## config.mk

```make
export PLATFORM = sky130hd
export DESIGN_NAME = pair_line_prefetcher
export DESIGN_NICKNAME = d
export VERILOG_FILES = /design/src/rtl/pfx_pkg.sv /design/src/rtl/pfx_cfg_regs.sv /design/src/rtl/pfx_qualify.sv /design/src/rtl/pfx_req_slot.sv /design/src/rtl/pair_line_prefetcher.sv
export SDC_FILE = /design/constraint.sdc
export NUM_CORES = 1
export LEC_CHECK = 0
export BUFFER_PORTS_ARGS = -buffer_cell sky130_fd_sc_hd__buf_2
export CORE_MARGIN = 4
export CORE_UTILIZATION = 40
export DETAILED_ROUTE_END_ITERATION = 8
export GPL_ROUTABILITY_DRIVEN = 0
export MAX_ROUTING_LAYER = met4
export SETUP_SLACK_MARGIN = 0.4
export SYNTH_ARGS = -nofsm -noshare
export SYNTH_HDL_FRONTEND = slang
export SYNTH_SLANG_ARGS = --single-unit
export TNS_END_PERCENT = 10
```

## constraint.sdc

```tcl
create_clock -name clk -period 7.25 [get_ports clk]
set_clock_uncertainty 0.2 [all_clocks]
set_input_delay 1.0875 -clock clk [delete_from_list [all_inputs] [get_ports clk]]
set_output_delay 1.0875 -clock clk [all_outputs]
set_load 0.02 [all_outputs]
```

## src/rtl/pfx_pkg.sv

```systemverilog
package pfx_pkg;
  typedef enum logic [1:0] {
    CSEL_LOWER = 2'd0,
    CSEL_UPPER = 2'd1,
    CSEL_ESIZE = 2'd2,
    CSEL_CTRL  = 2'd3
  } cfg_sel_e;
endpackage

```

## src/rtl/pfx_cfg_regs.sv

```systemverilog
module pfx_cfg_regs
  import pfx_pkg::*;
#(
  parameter int VA_W  = 32,
  parameter int ESZ_W = 8
) (
  input  logic             clk,
  input  logic             rst_n,
  input  logic             wr,
  input  logic [1:0]       sel,
  input  logic [VA_W-1:0]  wdata,
  output logic [VA_W-1:0]  lower,
  output logic [VA_W-1:0]  upper,
  output logic [ESZ_W-1:0] esize,
  output logic             enable
);
  logic [VA_W-1:0]  lower_q, lower_d;
  logic [VA_W-1:0]  upper_q, upper_d;
  logic [ESZ_W-1:0] esize_q, esize_d;
  logic             en_q, en_d;
  cfg_sel_e         sel_e;

  assign sel_e = cfg_sel_e'(sel);

  always_comb begin
    lower_d = lower_q;
    upper_d = upper_q;
    esize_d = esize_q;
    en_d    = en_q;
    case (sel_e)
      CSEL_LOWER: lower_d = wdata;
      CSEL_UPPER: upper_d = wdata;
      CSEL_ESIZE: esize_d = wdata[ESZ_W-1:0];
      CSEL_CTRL:  en_d    = wdata[0];
      default:    ;
    endcase
  end

  always_ff @(posedge clk or negedge rst_n) begin
    if (!rst_n) begin
      lower_q <= '0;
      upper_q <= '0;
      esize_q <= '0;
      en_q    <= 1'b0;
    end else if (wr) begin
      lower_q <= lower_d;
      upper_q <= upper_d;
      esize_q <= esize_d;
      en_q    <= en_d;
    end
  end

  assign lower  = lower_q;
  assign upper  = upper_q;
  assign esize  = esize_q;
  assign enable = en_q;
endmodule

```

## src/rtl/pfx_qualify.sv

```systemverilog
module pfx_qualify #(
  parameter int VA_W    = 32,
  parameter int PA_W    = 32,
  parameter int LINE_SH = 5
) (
  input  logic            fill_valid,
  input  logic            enable,
  input  logic [VA_W-1:0] lower,
  input  logic [VA_W-1:0] upper,
  input  logic [VA_W-1:0] vaddr,
  input  logic [PA_W-1:0] paddr,
  output logic            hit,
  output logic [PA_W-1:0] target
);
  localparam logic [PA_W-1:0] FLIP    = PA_W'(1) << LINE_SH;
  localparam logic [PA_W-1:0] LOWMASK = FLIP - PA_W'(1);

  logic in_window;

  always_comb begin
    in_window = (vaddr >= lower) && (vaddr <= upper);
    hit       = fill_valid && enable && in_window;
    target    = (paddr ^ FLIP) & ~LOWMASK;
  end
endmodule

```

## src/rtl/pfx_req_slot.sv

```systemverilog
module pfx_req_slot #(
  parameter int PA_W   = 32,
  parameter int DROP_W = 4
) (
  input  logic              clk,
  input  logic              rst_n,
  input  logic              hit,
  input  logic [PA_W-1:0]   target,
  input  logic              ready,
  output logic              valid,
  output logic [PA_W-1:0]   addr,
  output logic [DROP_W-1:0] drops
);
  localparam logic [DROP_W-1:0] DROP_MAX = '1;

  logic              vld_q, vld_d;
  logic              seen_q, seen_d;
  logic [PA_W-1:0]   addr_q, addr_d;
  logic [DROP_W-1:0] cnt_q, cnt_d;
  logic              dup, room, load, drop;

  always_comb begin
    dup    = seen_q && (target == addr_q);
    room   = !vld_q || ready;
    load   = hit && !dup && room;
    drop   = hit && !dup && !room;
    vld_d  = load ? 1'b1 : (ready ? 1'b0 : vld_q);
    seen_d = seen_q || load;
    addr_d = load ? target : addr_q;
    cnt_d  = (drop && (cnt_q != DROP_MAX)) ? cnt_q + DROP_W'(1) : cnt_q;
  end

  always_ff @(posedge clk or negedge rst_n) begin
    if (!rst_n) begin
      vld_q  <= 1'b0;
      seen_q <= 1'b0;
      addr_q <= '0;
      cnt_q  <= '0;
    end else begin
      vld_q  <= vld_d;
      seen_q <= seen_d;
      if (load) addr_q <= addr_d;
      if (drop) cnt_q  <= cnt_d;
    end
  end

  assign valid = vld_q;
  assign addr  = addr_q;
  assign drops = cnt_q;
endmodule

```

## src/rtl/pair_line_prefetcher.sv

```systemverilog
module pair_line_prefetcher #(
  parameter int VA_W    = 32,
  parameter int PA_W    = 32,
  parameter int ESZ_W   = 8,
  parameter int DROP_W  = 4,
  parameter int LINE_SH = 5
) (
  input  logic              clk,
  input  logic              rst_n,
  input  logic              cfg_wr,
  input  logic [1:0]        cfg_sel,
  input  logic [VA_W-1:0]   cfg_wdata,
  input  logic              fill_valid,
  input  logic [VA_W-1:0]   fill_vaddr,
  input  logic [PA_W-1:0]   fill_paddr,
  output logic              pf_valid,
  input  logic              pf_ready,
  output logic [PA_W-1:0]   pf_addr,
  output logic [ESZ_W-1:0]  elem_size,
  output logic [DROP_W-1:0] drop_count
);
  logic            rst_meta_q, rst_sync_n;
  logic [VA_W-1:0] cfg_lo, cfg_hi;
  logic            cfg_en;
  logic            fill_hit;
  logic [PA_W-1:0] fill_target;

  always_ff @(posedge clk or negedge rst_n) begin
    if (!rst_n) begin
      rst_meta_q <= 1'b0;
      rst_sync_n <= 1'b0;
    end else begin
      rst_meta_q <= 1'b1;
      rst_sync_n <= rst_meta_q;
    end
  end

  pfx_cfg_regs #(.VA_W(VA_W), .ESZ_W(ESZ_W)) u_cfg (
    .clk    (clk),
    .rst_n  (rst_sync_n),
    .wr     (cfg_wr),
    .sel    (cfg_sel),
    .wdata  (cfg_wdata),
    .lower  (cfg_lo),
    .upper  (cfg_hi),
    .esize  (elem_size),
    .enable (cfg_en)
  );

  pfx_qualify #(.VA_W(VA_W), .PA_W(PA_W), .LINE_SH(LINE_SH)) u_qual (
    .fill_valid (fill_valid),
    .enable     (cfg_en),
    .lower      (cfg_lo),
    .upper      (cfg_hi),
    .vaddr      (fill_vaddr),
    .paddr      (fill_paddr),
    .hit        (fill_hit),
    .target     (fill_target)
  );

  pfx_req_slot #(.PA_W(PA_W), .DROP_W(DROP_W)) u_slot (
    .clk    (clk),
    .rst_n  (rst_sync_n),
    .hit    (fill_hit),
    .target (fill_target),
    .ready  (pf_ready),
    .valid  (pf_valid),
    .addr   (pf_addr),
    .drops  (drop_count)
  );
endmodule

```

After elaboration in Yosys (flattened, before gate mapping):

Cells that the tools add are included.

* register bits: 108
* input bits: 103

* $add $sub $neg: 1
* order comparisons: 2
* equal/unequal tests: 5
* mux-type cells: 2
* bitwise operators: 1
* reductions and logical operators: 20

Operators by type and width (count)
* $ge 32x32->1: 1
* $le 32x32->1: 1
* $eq 27x27->1: 1
* $reduce_and 2->1: 5
* $logic_and 1x1->1: 8
* $add 4x1->4 const B: 1
* $eq 2x2->1 const B: 2
* $ne 4x4->1 const B: 1
* $logic_not 1->1: 3
* $eq 2x1->1 const B: 1
* $logic_not 2->1: 1
* $logic_or 1x1->1: 2
* $mux 1: 2
* $reduce_bool 2->1: 1
* $not 1->1: 1

Logic depth before layout (Yosys ltp):

* word-level depth: 8
* depth in mapped cells: 10
* gate-level depth less buffers: 9

Modules after synthesis:

From an unflattened synthesis, not the netlist that was laid out.

* cells, all modules: 561
* area total of the unflattened synthesis: 6710.2 um^2

Modules (own cells, without submodules)
* pfx_cfg_regs: instances 1, cells an instance 156, area each 2755.1 um^2
* pfx_req_slot: instances 1, cells an instance 150, area each 2069.5 um^2
* pfx_qualify: instances 1, cells an instance 252, area each 1831.8 um^2
* pair_line_prefetcher: instances 1, cells an instance 3, area each 53.8 um^2

Least setup slack after synthesis:

No wires, ideal clock.

* path type: input to register
* start: input fill_vaddr[17]
* end: register u_slot.addr_q[14] (netlist: u_slot.addr[14])
* library setup time: 125 ps
* arrival time: 3119 ps
* data required time: 6925 ps
* setup slack: 3806 ps
* stages: 9
* buffers on the path: 1
* cells stage by stage: ha_1 a21oi_1 o21ai_1 a221o_1 a2111oi_4 a211oi_4 nand3_4 buf_6 mux2_4

* word-level cells in the longest chain between the ends: 5

RTL lines
* start: declaration: RTL line pair_line_prefetcher.sv:14 `input logic [VA_W-1:0] fill_vaddr,`
* $ge 32x32->1 or $le 32x32->1 (tied branches): RTL line pfx_qualify.sv:21 `in_window = (vaddr >= lower) && (vaddr <= upper);`
* $logic_and 1x1->1 (*): RTL line pfx_qualify.sv:21
* $logic_and 1x1->1 (*): RTL line pfx_qualify.sv:22 `hit = fill_valid && enable && in_window;`
* $logic_and 1x1->1 (*) (2 in series): RTL line pfx_req_slot.sv:25 `load = hit && !dup && room;`
* end signal: assignment: RTL line pfx_req_slot.sv:42 `if (load) addr_q <= addr_d;`
* end: declaration: RTL line pfx_req_slot.sv:18 `logic [PA_W-1:0] addr_q, addr_d;`

Every way passes the cells marked *; elsewhere a longest branch is shown, timed or not.
A chain may end at the register's enable or synchronous reset.

Final worst setup path:

* start: input fill_vaddr[29]
* end: register u_slot.addr_q[21] (netlist: u_slot.addr[21])

Same word-level chain as after synthesis.

==> qor.csv <==
metric,value,unit
number of I/O pins,148,
vias in the first global route,4554,
final instance area,7220,um2
height of the die,131,um
clk_lat worst skew,0.35,ns
Crit path largest cell delay,0.46,ns
post-synthesis cell count,540,
core area,14600,um2
root buffer cell,clkbuf_16,
vias post-DR,4272,
Hold Path Class,reg -> reg,
grt total ovfl,0,
fin cells,868,
Placed Instances,852,
post-CTS setup buffer count,0,
Final setup viols,0,
Tmin final,3.67,ns
Max rail drop VDD,0.000160,V
fmax,272,MHz
Num CTS Buffers,9,
Worst Path Required,7.29,ns
fraction of registers with async set/reset,1.00,
crit path DAT,3.71,ns
Post-CTS Hold Fix Bufs,0,
"top cells by area, synth","dfrtp_1, ha_1, mux2_2",
"Slowest-stage cell, CP",nand3_4,
Via-to-Cell Ratio,4.92,
Yosys top cell by area,dfrtp_1,
RSZ-0062 raised after global routing,false,
post-cts sizing count,0,
"Slew Viols, Final",0,
wire length per cell,15.2,um
Die Wd,131,um
DRC Markers,0,
Initial Util,0.412,
Synth top area share,0.448,
1st-iter DRT viols,101,
largest net degree at the start of global routing,64,
fin nets,847,
first-pass GRT wire length,21100,um
Global Route Usage Sum,0.163,
"Clk pin slew, worst setup/hold paths",0.07,ns
Final ANT Viol Nets,0,
CP endpoint kind,register,
Slew @ Worst Pin,0.705,ns
row count,44,
"Avg Cell Area, Syn",11.2,um2
IO Port Bufs,137,
Max Buffers Root-to-Sink,2,
most common cell in the netlist,dfrtp_1,
"Cell Area, Synth",6030,um2
register area share after synthesis,0.448,
Tcrit/Tclk final,0.507,
layout cells sized above 1,0.338,
HPWL Detailed,10300,um
Pleak,3.62,nW
worst setup path class,in -> reg,
CTS Sinks,108,
Layout area overhead,19.7,%
ys flop type,dfrtp_1,
Die ar.,17100,um2
crit-path cells,"buf_2, ha_1, nand4_1, nor2_1, nand3_1, a41o_1, a211oi_4, nand3_4, mux2_4",
CP max FO,28,
Setup TNS Final,0,ns
H-tree lvl count,3,
Min Hold Slack,0.158,ns
fin util,0.493,
Slew HR,0.530,
power per cell area,293,nW/um2
status,"finished, final reports clean",
Post-synth EDFFs,0,
yosys synthesis warning count,0,
Synth Register Bits,108,
DP Area,6900,um2
CTS tree,built,
DRT Wirelength,13200,um
Synth cell types,46,
startpoint type of the worst setup path,input pin,
Fin. Hold Viols,0,
Detailed Routing Iterations Pass 1,4,
Post-synth top cells,"dfrtp_1, ha_1, inv_1, mux2_2, nand2_1",
antenna violations before repair,1,
MaxCap Viol Count,0,
## layout make-up
class / count / area (um2)
Antenna cell: 1 / 2.50
Clock inverter: 4 / 73.8
Clock buffer: 11 / 243
Multi-Input combinational cell: 355 / 3010
Sequential cell: 108 / 2710
Tap cell: 184 / 230
Fill cell: 1362 / 7430
Inverter: 65 / 244
Timing Repair Buffer: 140 / 708
## metrics by stage
stage | setup WS, ns | power, mW
2_1_floorplan | 3.81 | 1.38
3_3_place_gp | 3.21 | 1.58
3_5_place_dp | 3.16 | 1.61
4_1_cts | 3.53 | 2.15
5_1_grt | 3.41 | 2.26
6_report | 3.58 | 2.11
## worst max-delay path: cells and delay by family
family | cells | cell delay [ns]
buf+inv | 1 | 0.12
simple gates | 4 | 1.08
fa+ha+maj | 1 | 0.30
mux | 1 | 0.46
compound gates | 2 | 0.63
## worst paths after layout
path                                       from              end  slack, ns  cells past startpoint
worst min-delay path                 rst_meta_q       rst_sync_n       0.16                      0
min in group asynchronous            rst_sync_n  u_slot.addr[29]       0.17                      0
worst min register to register       rst_meta_q       rst_sync_n       0.16                      0
worst max register to register  u_cfg.lower[29]  u_slot.addr[21]       4.05                      9
max in group asynchronous            rst_sync_n  u_cfg.lower[26]       5.51                      1
worst max-delay path             fill_vaddr[29]  u_slot.addr[21]       3.58                      9
## state kept, by name (all words and copies together) (netlist names)
name and count:
u_slot.valid 1, u_cfg.enable 1, u_cfg.upper 32, rst_meta_q 1
u_slot.drops 4, u_cfg.esize 8, rst_sync_n 1, u_slot.seen_q 1
u_cfg.lower 32, u_slot.addr 27
## cells in the final DEF, fill, tap and decap left out, drive strengths merged, types with 2 or more instances in the layout
cell type / count
a21boi: 2
nor2: 6
nand2: 46
nor2b: 3
nand2b: 4
a31oi: 2
nor4: 4
clkbuf: 11
a2111oi: 2
ha: 65
a21o: 4
a21oi: 25
buf: 140
clkinv: 2
and4: 3
dfrtp: 108
xor2: 11
bufinv: 2
nand3b: 3
inv: 65
o21ai: 38
o211ai: 2
a211oi: 2
xnor2: 19
nand3: 12
conb: 6
nand4: 16
mux2: 69
## kinds of logic after synthesis
group                    Yosys count  synth area share
AO/OA/AOI/OAI                     82            0.0863
XOR/XNOR                          30            0.0436
adder cells (fa/ha/maj)           65             0.135
buffers and inverters             81            0.0560
flip-flops                       108             0.448
multiplexers                      70             0.142
other                              2           0.00125
AND/OR/NAND/NOR                  102            0.0880
## power by group
| group | switching, mW | internal, mW | total, mW |
|---|---|---|---|
| clock | 0.217 | 0.311 | 0.527 |
| sequential | 0.110 | 0.758 | 0.867 |
| combinational | 0.371 | 0.348 | 0.719 |
| total | 0.698 | 1.42 | 2.11 |
## layer usage
layer  vias up  GRT usage  wire, um  share of wire
met5         -          -         0              0
met4         0     0.0551       167          0.013
met3        13     0.0309       618          0.047
met2       103      0.265      6330           0.48
met1      2027      0.204      6060           0.46
li1       2129          -         -              -
(Power assumes the default switching activity.)
